--- src/rtl/memo_rec_pkg.sv ---
package memo_rec_pkg;
  typedef enum logic [2:0] {
    EV_READ  = 3'd0,
    EV_WRITE = 3'd1,
    EV_LOAD  = 3'd2,
    EV_END   = 3'd3,
    EV_EXIT  = 3'd4
  } evKind_e;

  typedef struct packed {
    logic clearAll;
    logic addIn;
    logic addOut;
    logic updOut;
    logic markWr;
    logic setMem;
  } strobes_t;
endpackage

--- src/rtl/memo_rec_dp.sv ---
module memo_rec_dp
  import memo_rec_pkg::*;
#(
  parameter int REG_W     = 5,
  parameter int DATA_W    = 32,
  parameter int IN_SLOTS  = 8,
  parameter int OUT_SLOTS = 8
) (
  input  logic                        clk,
  input  logic                        rst_n,
  input  strobes_t                    stb,
  input  logic [REG_W-1:0]            evReg,
  input  logic [DATA_W-1:0]           evData,
  output logic                        isWritten,
  output logic                        inHit,
  output logic                        inFull,
  output logic                        outHit,
  output logic                        outFull,
  output logic                        memDep,
  output logic [IN_SLOTS-1:0]         inMask,
  output logic [IN_SLOTS*REG_W-1:0]   inRegsFlat,
  output logic [IN_SLOTS*DATA_W-1:0]  inValsFlat,
  output logic [OUT_SLOTS-1:0]        outMask,
  output logic [OUT_SLOTS*REG_W-1:0]  outRegsFlat,
  output logic [OUT_SLOTS*DATA_W-1:0] outValsFlat
);
  localparam int NUM_REGS   = 2 ** REG_W;
  localparam int IN_IDX_W   = (IN_SLOTS > 1) ? $clog2(IN_SLOTS) : 1;
  localparam int OUT_IDX_W  = (OUT_SLOTS > 1) ? $clog2(OUT_SLOTS) : 1;
  localparam int IN_CNT_W   = $clog2(IN_SLOTS + 1);
  localparam int OUT_CNT_W  = $clog2(OUT_SLOTS + 1);
  localparam logic [IN_CNT_W-1:0]  IN_LIMIT  = IN_CNT_W'(IN_SLOTS);
  localparam logic [OUT_CNT_W-1:0] OUT_LIMIT = OUT_CNT_W'(OUT_SLOTS);

  logic [NUM_REGS-1:0]  writtenVec;
  logic [REG_W-1:0]     inReg  [IN_SLOTS];
  logic [DATA_W-1:0]    inVal  [IN_SLOTS];
  logic [IN_SLOTS-1:0]  inVld;
  logic [IN_CNT_W-1:0]  inCnt;
  logic [REG_W-1:0]     outReg [OUT_SLOTS];
  logic [DATA_W-1:0]    outVal [OUT_SLOTS];
  logic [OUT_SLOTS-1:0] outVld;
  logic [OUT_CNT_W-1:0] outCnt;
  logic                 memFlag;
  logic [OUT_IDX_W-1:0] outHitIdx;
  logic [IN_IDX_W-1:0]  inNext;
  logic [OUT_IDX_W-1:0] outNext;

  assign inNext    = inCnt[IN_IDX_W-1:0];
  assign outNext   = outCnt[OUT_IDX_W-1:0];
  assign inFull    = (inCnt == IN_LIMIT);
  assign outFull   = (outCnt == OUT_LIMIT);
  assign isWritten = writtenVec[evReg];

  always_comb begin
    inHit = 1'b0;
    for (int i = 0; i < IN_SLOTS; i++)
      if (inVld[i] && inReg[i] == evReg) inHit = 1'b1;
  end

  always_comb begin
    outHit    = 1'b0;
    outHitIdx = '0;
    for (int i = 0; i < OUT_SLOTS; i++)
      if (outVld[i] && outReg[i] == evReg) begin
        outHit    = 1'b1;
        outHitIdx = OUT_IDX_W'(i);
      end
  end

  always_ff @(posedge clk) begin
    if (!rst_n || stb.clearAll) begin
      writtenVec <= '0;
      inVld      <= '0;
      inCnt      <= '0;
      outVld     <= '0;
      outCnt     <= '0;
      memFlag    <= 1'b0;
      for (int i = 0; i < IN_SLOTS; i++) begin
        inReg[i] <= '0;
        inVal[i] <= '0;
      end
      for (int i = 0; i < OUT_SLOTS; i++) begin
        outReg[i] <= '0;
        outVal[i] <= '0;
      end
    end else begin
      if (stb.markWr) writtenVec[evReg] <= 1'b1;
      if (stb.setMem) memFlag <= 1'b1;
      if (stb.addIn) begin
        inReg[inNext] <= evReg;
        inVal[inNext] <= evData;
        inVld[inNext] <= 1'b1;
        inCnt         <= inCnt + 1'b1;
      end
      if (stb.addOut) begin
        outReg[outNext] <= evReg;
        outVal[outNext] <= evData;
        outVld[outNext] <= 1'b1;
        outCnt          <= outCnt + 1'b1;
      end
      if (stb.updOut) outVal[outHitIdx] <= evData;
    end
  end

  assign memDep  = memFlag;
  assign inMask  = inVld;
  assign outMask = outVld;

  for (genvar g = 0; g < IN_SLOTS; g++) begin : gInFlat
    assign inRegsFlat[g*REG_W +: REG_W]   = inReg[g];
    assign inValsFlat[g*DATA_W +: DATA_W] = inVal[g];
  end
  for (genvar g = 0; g < OUT_SLOTS; g++) begin : gOutFlat
    assign outRegsFlat[g*REG_W +: REG_W]   = outReg[g];
    assign outValsFlat[g*DATA_W +: DATA_W] = outVal[g];
  end
endmodule

--- src/rtl/memo_rec_ctrl.sv ---
module memo_rec_ctrl
  import memo_rec_pkg::*;
#(
  parameter int ENTRY_W = 4,
  parameter int SLOT_W  = 2
) (
  input  logic               clk,
  input  logic               rst_n,
  input  logic               missValid,
  input  logic [ENTRY_W-1:0] missEntry,
  input  logic [SLOT_W-1:0]  victimSlot,
  input  logic               evValid,
  input  logic [2:0]         evKind,
  input  logic               evLiveOut,
  input  logic               isWritten,
  input  logic               inHit,
  input  logic               inFull,
  input  logic               outHit,
  input  logic               outFull,
  output strobes_t           stb,
  output logic               active,
  output logic               wrEn,
  output logic               wrValid,
  output logic [ENTRY_W-1:0] wrEntry,
  output logic [SLOT_W-1:0]  wrSlot
);
  logic abortNow, commitNow, exitNow;

  always_comb begin
    stb       = '0;
    abortNow  = 1'b0;
    commitNow = 1'b0;
    exitNow   = 1'b0;
    if (!active) begin
      stb.clearAll = missValid;
    end else if (evValid) begin
      case (evKind)
        EV_READ:
          if (!isWritten && !inHit) begin
            if (inFull) abortNow = 1'b1;
            else        stb.addIn = 1'b1;
          end
        EV_WRITE: begin
          stb.markWr = 1'b1;
          if (evLiveOut) begin
            if (outHit)       stb.updOut = 1'b1;
            else if (outFull) abortNow   = 1'b1;
            else              stb.addOut = 1'b1;
          end
        end
        EV_LOAD: stb.setMem = 1'b1;
        EV_END:  commitNow  = 1'b1;
        EV_EXIT: exitNow    = 1'b1;
        default: ;
      endcase
    end
  end

  always_ff @(posedge clk) begin
    if (!rst_n) begin
      active  <= 1'b0;
      wrEn    <= 1'b0;
      wrValid <= 1'b0;
      wrEntry <= '0;
      wrSlot  <= '0;
    end else begin
      wrEn <= 1'b0;
      if (!active) begin
        if (missValid) begin
          active  <= 1'b1;
          wrEn    <= 1'b1;
          wrValid <= 1'b0;
          wrEntry <= missEntry;
          wrSlot  <= victimSlot;
        end
      end else if (commitNow) begin
        wrEn    <= 1'b1;
        wrValid <= 1'b1;
        active  <= 1'b0;
      end else if (abortNow || exitNow) begin
        active <= 1'b0;
      end
    end
  end
endmodule

--- src/rtl/memo_recorder.sv ---
module memo_recorder
  import memo_rec_pkg::*;
#(
  parameter int ENTRY_W   = 4,
  parameter int SLOT_W    = 2,
  parameter int REG_W     = 5,
  parameter int DATA_W    = 32,
  parameter int IN_SLOTS  = 8,
  parameter int OUT_SLOTS = 8
) (
  input  logic                        clk,
  input  logic                        rst_n,
  input  logic                        missValid,
  input  logic [ENTRY_W-1:0]          missEntry,
  input  logic [SLOT_W-1:0]           victimSlot,
  input  logic                        evValid,
  input  logic [2:0]                  evKind,
  input  logic [REG_W-1:0]            evReg,
  input  logic [DATA_W-1:0]           evData,
  input  logic                        evLiveOut,
  output logic                        active,
  output logic                        wrEn,
  output logic                        wrValid,
  output logic [ENTRY_W-1:0]          wrEntry,
  output logic [SLOT_W-1:0]           wrSlot,
  output logic                        wrMemDep,
  output logic [IN_SLOTS-1:0]         wrInMask,
  output logic [IN_SLOTS*REG_W-1:0]   wrInRegs,
  output logic [IN_SLOTS*DATA_W-1:0]  wrInVals,
  output logic [OUT_SLOTS-1:0]        wrOutMask,
  output logic [OUT_SLOTS*REG_W-1:0]  wrOutRegs,
  output logic [OUT_SLOTS*DATA_W-1:0] wrOutVals
);
  strobes_t stb;
  logic isWritten, inHit, inFull, outHit, outFull;

  memo_rec_ctrl #(.ENTRY_W(ENTRY_W), .SLOT_W(SLOT_W)) uCtrl (
    .clk(clk), .rst_n(rst_n),
    .missValid(missValid), .missEntry(missEntry), .victimSlot(victimSlot),
    .evValid(evValid), .evKind(evKind), .evLiveOut(evLiveOut),
    .isWritten(isWritten), .inHit(inHit), .inFull(inFull),
    .outHit(outHit), .outFull(outFull),
    .stb(stb), .active(active), .wrEn(wrEn), .wrValid(wrValid),
    .wrEntry(wrEntry), .wrSlot(wrSlot)
  );

  memo_rec_dp #(.REG_W(REG_W), .DATA_W(DATA_W),
                .IN_SLOTS(IN_SLOTS), .OUT_SLOTS(OUT_SLOTS)) uDp (
    .clk(clk), .rst_n(rst_n), .stb(stb),
    .evReg(evReg), .evData(evData),
    .isWritten(isWritten), .inHit(inHit), .inFull(inFull),
    .outHit(outHit), .outFull(outFull), .memDep(wrMemDep),
    .inMask(wrInMask), .inRegsFlat(wrInRegs), .inValsFlat(wrInVals),
    .outMask(wrOutMask), .outRegsFlat(wrOutRegs), .outValsFlat(wrOutVals)
  );
endmodule

--- config.mk ---
export PLATFORM = sky130hd
export DESIGN_NAME = memo_recorder
export DESIGN_NICKNAME = d
export VERILOG_FILES = /design/src/rtl/memo_rec_pkg.sv /design/src/rtl/memo_rec_dp.sv /design/src/rtl/memo_rec_ctrl.sv /design/src/rtl/memo_recorder.sv
export SDC_FILE = /design/constraint.sdc
export NUM_CORES = 1
export LEC_CHECK = 0
export BUFFER_PORTS_ARGS = -buffer_cell sky130_fd_sc_hd__buf_2
export CORE_AREA = 2 2 261 263
export DETAILED_ROUTE_END_ITERATION = 10
export DIE_AREA = 0 0 263 265
export PLACE_DENSITY_LB_ADDON = 0.2
export SYNTH_ARGS = -nofsm -noshare
export SYNTH_HDL_FRONTEND = slang
export SYNTH_SLANG_ARGS = --single-unit
--- constraint.sdc ---
create_clock -name clk -period 7.2 [get_ports clk]
set_input_delay 1.44 -clock clk [delete_from_list [all_inputs] [get_ports clk]]
set_output_delay 1.44 -clock clk [all_outputs]
set_load 0.005 [all_outputs]
# After elaboration in Yosys (flattened, before gate mapping)
# Memory sizes are Yosys's and may differ from the RTL's.
# Index checks and enable logic that the tools add are counted.
# word_totals
ff_bits	66
latchBits	0
ramBits	592
romBits	0
in_bits	51
out_inout_bits	618
elab_cells	176
n_memories	4
# classes
addsub	2
n_mul	0
n_div	0
order_cmp	6
n_eq_ne	23
shifts	0
mux	92
bitwise_logic	4
n_reduce_logical	34
# memory_table
memory	depth	word_bits	read_ports	rd_ports_with_merged_regs	write_ports	line	source
uDp.inVal	8	32	8	0	8	memo_rec_dp.sv:37	logic [DATA_W-1:0] inVal [IN_SLOTS];
uDp.outVal	8	32	8	0	8	memo_rec_dp.sv:41	logic [DATA_W-1:0] outVal [OUT_SLOTS];
uDp.inReg	8	5	8	0	8	memo_rec_dp.sv:36	logic [REG_W-1:0] inReg [IN_SLOTS];
uDp.outReg	8	5	8	0	8	memo_rec_dp.sv:40	logic [REG_W-1:0] outReg [OUT_SLOTS];
# op_table
op	count
2-to-1 mux 32 bit	3
OR reduction 32 bit	3
equality test 5 bit	16
2-to-1 mux 1 bit	67
OR 32 bit	1
2-to-1 mux 3 bit	10
logical AND 1 bit	20
2-to-1 mux 5 bit	4
OR 8 bit	2
OR reduction 5 bit	2
adder 4 x 1 -> 4 bit (second input constant)	2
equality test 4 bit (second input constant)	2
less-than comparator 3 x 4 -> 1 bit (second input constant)	2
demux 1 bit (select 3 bit)	2
equality test 3 x 2 -> 1 bit (second input constant)	2
>= comparator 3 x 1 -> 1 bit (second input constant)	2
less-than comparator 5 x 6 -> 1 bit (second input constant)	1
2-to-1 mux 2 bit	3
binary-select mux 1 bit (select 5 bit)	1
demux 1 bit (select 5 bit)	1
>= comparator 5 x 1 -> 1 bit (second input constant)	1
AND reduction 2 bit	2
equality test 3 x 1 -> 1 bit (second input constant)	1
equality test 3 bit (second input constant)	1
7 further kinds	10

# Depth between registers and ports, before layout
# Gate-level depths: netlist of run 1.
# An unclocked memory read counts as a cell.
# logic_depth
word_depth	23
mapped_depth	12
ltp_nobuf	7

# Cells and area by module
# From an unflattened synthesis of run 1, not the netlist that was laid out.
# unflattened
hier_cells	1750
hier_area_um2	25913.6
# modules_own_cells
mod	instances	cells_each	area_per_inst_um2	seq_area_each_um2
memo_rec_dp	1	1698	25456.9	18918.1
memo_rec_ctrl	1	52	456.7	180.2

# Worst setup path before layout of run 1
# Ideal clock, no wire load.
# synth_path
path_kind	input -> register
startpoint	in evReg[0]
endpoint	mem uDp.inReg[4][0], enable pin
setup_ns	0.483
arrival_time_ns	5.951
required_ns	6.717
setup_slack_ns	0.766
stages	10
path_buffers	3
path_cell_list	buf_6 -> buf_6 -> mux4_2 -> a22oi_1 -> o211ai_1 -> nor4_2 -> and3_2 -> nand2_4 -> clkbuf_1 -> o21ai_0
# synth_rtl
item	line	source
start: declaration	memo_recorder.sv:18	input logic [REG_W-1:0] evReg,
end: declaration	memo_rec_dp.sv:36	

==> qor.csv, run 1 <==
metric;value;unit
fin_nets;2535;
drtIter0Drc;1855;
num-fill-cells;5774;
hold_viol;0;
synthArstFlopShare;0;%
crit_chain;buf_2, buf_4, xor2_1, nor4_1, and3_1, o21ai_0, a221o_1, mux2_8, o21ai_4;
post_cts_resized;0;
status;completed;
cts_buffer_depth;3;
total_power;8900;uW
antenna_left;0;
worst_pin_slew;1.31;ns
critical_path_class;in -> reg;
slew_headroom;12.0;%
ir_drop;0.209;mV
synth_xor_area_share;2.55;%
finalMaxSlewViolations;0;
wl;96600;um
cts_buffers;71;
syn_area;28200;sq um
end_kind;flip-flop;
core_area;66800;sq um
synth_top_cell_area_share;63.1;%
cts_root_buffer;clkbuf_16;
synth-main-ff-cell;edfxtp_1;
ff2ff_setup_slack;3.09;ns
drc_errors;0;
num_io_pins;669;
synth_compound_area_share;2.75;%
synth_top_family_by_area;simple AND/OR/NAND/NOR gates;
yosysMostFrequentCell;edfxtp_1;
r2r_end;uDp.outVal[3][24];
period_minus_slack;5.02;ns
cp_slowest_stage_delay;0.96;ns
r2r_cells;8;
die-area;69700;sq um
finClkSkew;0.0296;ns
gp_congestion;0.872;
maxCapViolCount;0;
antenna_found_initial;4;
synth-simple-area-share;21.3;%
synth_cell_type_count;62;
first_pass_iters;6;
cp-start-kind;input port;
holdCritStartpoint;uCtrl.wrEntry[0];
synth_edf_count;592;
whs_path_depth;2;
grt_overflow;0;
cp.depth;9;
ctsHoldBuffers;0;
netlist_instances;1882;
avgSynthCellArea;15.0;sq um
crit_fanout;60;
critPathLaunch;evReg[0];
ys_warn_count;0;
synth_mux_area_share;0.813;%
yosys.area_share.adder;0.178;%
leakage;0.0135;uW
synth_common_cells;592 x edfxtp_1, 327 x nor3_2, 169 x nor3_1, 112 x clkbuf_1, 78 x and2_1;
power_density;258;nW/um^2
grt_pass1_vias;18971;
die_x;263;um
worstPathArrival;5.24;ns
insertion_delay;0.63;ns
vias;19059;
max_freq;199;MHz
cp.required;7.42;ns
yosysTopAreaCell;edfxtp_1;
grt_max_degree;92;
io_buffers;668;
die_h;265;um
fin_hold_ws;0.461;ns
fin_crit_sh;69.8;%
endpoint;uDp.outVal[4][29];
yosysSeqAreaShare;67.8;%
worst_path_max_delay_cell;o21ai_4;
tritoncts;built;
start_util;42.2;%
synthTopCellsByArea;edfxtp_1 63%, nor3_2 12%, dfxtp_1 4.7%;
area_delta_synth_final;22.3;%
post_drt_wl_per_cell;28.3;um
grt_pass1_wl;138000;um
critPathBufInv;2;
syn-num-nets;1937;
ys_ff_latch;658;
row_count;95;
htree_levels;3;
path_delay_family;compound AO/OA/AOI/OAI gates;
via_per_inst;5.58;
reg2reg_from;uCtrl.active;
drive_gt1_share;49.0;%
clk_pin_slew;0.06;ns
clock-sinks;658;
dpl.hpwl;65000;um
setup_tns;0;ns
finalSetupViolations;0;
post_cts_buffers;0;
hold_class;reg -> reg;
grt_setup_unrepaired;no;
grt_util_all_layers;27.2;%
worst min-delay path, delay by kind of cell (launching register included):
family,cells,cell delay [ns]
flip-flops,1,0.30
AO/OA/AOI/OAI,1,0.06
AND/OR/NAND/NOR,1,0.05
cell type report:
type                            instances  area (sq um)  share of cell area, %
Antenna cell                            4          10.0                 0.0291
Clock buffer                           92          1940                   5.63
Clock inverter                         37           373                   1.08
Inverter                               41           154                  0.447
Multi-Input combinational cell        984          8010                   23.2
Sequential cell                       658         19100                   55.4
Tap cell                              873          1090                   3.17
Timing Repair Buffer                  724          3780                   11.0
logic make-up (layout without fill, tap and decap cells):
kind of cell             after synthesis  after routing
AO/OA/AOI/OAI                        109            109
adder cells (fa/ha/maj)                4              4
other                                  0              4
AND/OR/NAND/NOR                      777            777
buffers and inverters                240            894
multiplexers                          12             12
flip-flops                           658            658
XOR/XNOR                              82             82
sequential cells by signal, indices dropped and copies added, names as in the netlist:
| register | count |
|---|---|
| uCtrl.wrValid | 1 |
| uDp.outMask | 8 |
| uDp.inVal | 256 |
| uDp.writtenVec | 32 |
| uDp.inCnt | 4 |
| uDp.outVal | 256 |
| uDp.inReg | 40 |
| uCtrl.wrEntry | 4 |
| uDp.outCnt | 4 |
| uDp.inMask | 8 |
| uCtrl.wrSlot | 2 |
| uDp.memDep | 1 |
| uCtrl.active | 1 |
| uCtrl.wrEn | 1 |
| uDp.outReg | 40 |
cell usage in the layout, fill, tap and decap left out, types with 4 or more instances in the layout:
cell | synthesis | routed
clkinv_2 | 0 | 15
a21o_1 | 15 | 15
nand4_1 | 7 | 7
o21ai_4 | 0 | 15
clkinv_1 | 0 | 7
mux4_2 | 8 | 8
xnor2_1 | 25 | 25
and2_1 | 78 | 77
a21boi_0 | 8 | 8
diode_2 | 0 | 4
buf_4 | 9 | 55
nor3_2 | 327 | 327
nor2_1 | 10 | 10
o21ai_0 | 27 | 11
ha_1 | 4 | 4
dfxtp_1 | 66 | 65
edfxtp_1 | 592 | 592
nand3_1 | 16 | 13
buf_2 | 28 | 668
nor4_1 | 16 | 16
nor3_1 | 169 | 169
clkbuf_1 | 112 | 16
nand2b_1 | 11 | 11
inv_1 | 41 | 41
and3_1 | 11 | 11
clkbuf_16 | 0 | 74
nor4_2 | 38 | 38
bufinv_16 | 0 | 5
a21oi_1 | 9 | 9
a22o_1 | 28 | 28
nand2_1 | 67 | 65
nor3b_1 | 4 | 4
xor2_1 | 57 | 57
routing by layer:
metal  up-vias  wire length, um  share of wire [%]  global-route usage, %
li1       8176                -                  -                      -
met1      9730            37000                 38                   34.0
met2       983            47500                 49                   45.3
met3       170             8550                8.8                   7.04
met4         0             3590                3.7                   10.8
met5         -                0                  0                      0
per-stage QoR:
step                util, %  area (sq um)  std cells  setup slack, ns
finish                 51.6         34400       3413             2.18
global route           51.6         34400       3412             1.87
CTS                    51.6         34400       3409             2.15
detailed placement     48.1         32100       3280             1.50
global placement       48.1         32100       3280             1.58
floorplan                 -         28200       1882            0.766
worst min path at each step:
stage	endpoint	slack, ns
final	uCtrl.wrEntry[0]	0.46
after global routing	uDp.writtenVec[10]	0.49
after CTS	uCtrl.wrEntry[0]	0.46
after detailed placement	uDp.writtenVec[25]	0.45
after global placement	uDp.writtenVec[25]	0.44
after floorplan	uDp.writtenVec[26]	0.42
power breakdown:
part,switching (uW),internal [uW]
logic,538,214
registers,88.3,4390
clock network,1560,2110
Note: power is estimated with default switching activity, not from simulation.
==> run 2: changes to the inputs <==
--- a/config.mk
+++ b/config.mk
@@ -6,9 +6,9 @@
 export NUM_CORES = 1
 export LEC_CHECK = 0
 export BUFFER_PORTS_ARGS = -buffer_cell sky130_fd_sc_hd__buf_2
-export CORE_AREA = 2 2 261 263
+export CORE_AREA = 2 2 258 260
 export DETAILED_ROUTE_END_ITERATION = 10
-export DIE_AREA = 0 0 263 265
+export DIE_AREA = 0 0 260 262
 export PLACE_DENSITY_LB_ADDON = 0.2
 export SYNTH_ARGS = -nofsm -noshare
 export SYNTH_HDL_FRONTEND = slang
==> constraint.sdc (replaced) <==
create_clock -name clk -period 4.2 [get_ports clk]
set_input_delay 0.84 -clock clk [delete_from_list [all_inputs] [get_ports clk]]
set_output_delay 0.84 -clock clk [all_outputs]
set_load 0.005 [all_outputs]
==> qor.csv, run 2 (synthesized netlist as in run 1, its figures left out) <==
metric;value;unit;change
drtIter0Drc;1839;;-0.86%
ir_drop;0.324;mV;+55%
fin_crit_sh;80.3;%;
post_drt_wl_per_cell;27.7;um;-2.2%
switching_share;24.4;%;-0.24 points
finClkSkew;0.0234;ns;-0.00623 ns
crit_fanout;27;;-55%
intPower;11400;uW;+70%
grt_max_degree;64;;-30%
cts_buffer_depth;3;;unchanged
start_util;43.2;%;+0.99 points
cts_root_buffer;clkbuf_16;;
drive_gt1_share;49.8;%;+0.83 points
antenna_left;0;;unchanged
wl;95600;um;-1.0%
io_buffers;668;;unchanged
reg2reg_from;uDp.outReg[1][3];;
max_freq;297;MHz;
period_minus_slack;3.37;ns;
final_cells;3452;;+1.1%
die_h;262;um;-1.1%
grt_util_all_layers;27.2;%;about the same
cts_buffers;70;;-1.4%
cp-start-kind;input port;;
ctsHoldBuffers;0;;unchanged
grt_pass1_vias;18844;;-0.67%
core_area;65300;sq um;-2.3%
clock-sinks;658;;unchanged
post_cts_buffers;0;;unchanged
pwr-share-clk;40.3;%;-0.9 points
maxCapViolCount;0;;unchanged
placed_cells;3324;;+1.3%
status;completed;;
die-area;68100;sq um;-2.3%
p_comb_share;9.0;%;+0.6 points
holdCritStartpoint;uDp.writtenVec[26];;
critPathLaunch;evReg[0];;
antenna_found_initial;1;;-3
fin_nets;2587;;+2.1%
grt_setup_unrepaired;no;;
area_delta_synth_final;24.7;%;
gp_congestion;0.899;;+3.1%
vias;19012;;-0.25%
hold_class;reg -> reg;;
die_x;260;um;-1.1%
grt_pass1_wl;134000;um;-2.9%
via_per_inst;5.51;;-1.4%
leakage;0.0138;uW;+2.7%
end_kind;flip-flop;;
finalSetupViolations;0;;unchanged
finalMaxSlewViolations;0;;unchanged
insertion_delay;0.62;ns;about the same
clk_pin_slew;0.06;ns;about the same
worstPathArrival;3.66;ns;-1.58 ns
seqPwrFrac;50.7;%;+0.4 points
row_count;94;;-1.1%
critical_path_class;in -> reg;;
worst_pin_slew;1.20;ns;-0.114 ns
drc_errors;0;;unchanged
power_density;431;nW/um^2;+67%
cp.required;4.49;ns;-2.93 ns
slew_headroom;19.6;%;+7.6 points
most-common-layout-cells;668 x buf_2, 592 x edfxtp_1, 327 x nor3_2;;
post_cts_resized;0;;unchanged
final_common_cell;buf_2;;
fin_util;53.8;%;+2.2 points
first_pass_iters;5;;-1
dpl.hpwl;65800;um;+1.1%
diodes;0;;-4
hold_viol;0;;unchanged
grt_overflow;0;;unchanged
power.switching;3690;uW;+68%
num_io_pins;669;;unchanged
tritoncts;built;;
largestRegisters;uDp.inVal: 256 flops, uDp.outVal: 256 flops;;
htree_levels;3;;unchanged
==> run 2: cell count changes in the layout (fill, tap and decap cells not counted), moves of 2 or more <==
cell	before	now
buf_12	1	32
buf_4	55	77
clkbuf_16	74	72
clkinv_1	7	13
clkinv_2	15	13
diode_2	4	0
inv_16	2	0
==> run 2: critical path, stage by stage <==
cell and delay, ns:
buf_2 0.37, buf_12 0.21, xor2_1 0.07, nor4_1 0.38, a32o_2 0.34, nor3_1 0.08, o21a_1 0.23, or4_4 0.66
o21ai_4 0.21, buf_12 0.21
==> run 2: worst paths after layout <==
check	end	slack, ns	cells past startpoint
max	uDp.outVal[5][20]	0.83	10
max reg2reg	uDp.outVal[5][20]	1.05	8
min reg2reg	uDp.writtenVec[26]	0.46	2
min	uDp.writtenVec[26]	0.46	2
==> run 2: per-layer routing <==
layer,wire length (um),global-route usage [%],up-vias
met4,3100,9.34,0
met1,36600,33.3,9680
met5,0,0,-
met2,48000,46.4,882
met3,7880,7.46,159
li1,-,-,8291
==> run 2: layout make-up <==
| cell class | instances | area (sq um) |
|---|---|---|
| clock buffers | 88 | 1870 |
| well taps | 864 | 1080 |
| inverters | 41 | 154 |
| multi-input cells | 984 | 8010 |
| flip-flops and latches | 658 | 19100 |
| clock inverters | 40 | 347 |
| repair buffers | 777 | 4560 |
| fillers | 5527 | 30200 |
==> run 2: power by group through the flow <==
| stage | registers [uW] | clock network, uW | logic (uW) |
|---|---|---|---|
| after floorplan | 7850 | 0 | 445 |
| after global placement | 7810 | 0 | 1370 |
| after detailed placement | 7810 | 0 | 1370 |
| after CTS | 7680 | 6160 | 1370 |
| after global routing | 7710 | 6400 | 1440 |
| final | 7680 | 6090 | 1360 |
==> run 2: through the flow <==
stage          power (uW)  setup slack (ns)  area, sq um  TNS (ns)  hold WS [ns]
2_1_floorplan        8290            -0.647        28200   -143.63         0.420
3_3_place_gp         9180             0.286        32900         0         0.430
3_5_place_dp         9180             0.245        32900         0         0.450
4_1_cts             15200             0.819        35100         0         0.463
5_1_grt             15500             0.705        35100         0         0.488
6_report            15100             0.829        35100         0         0.461
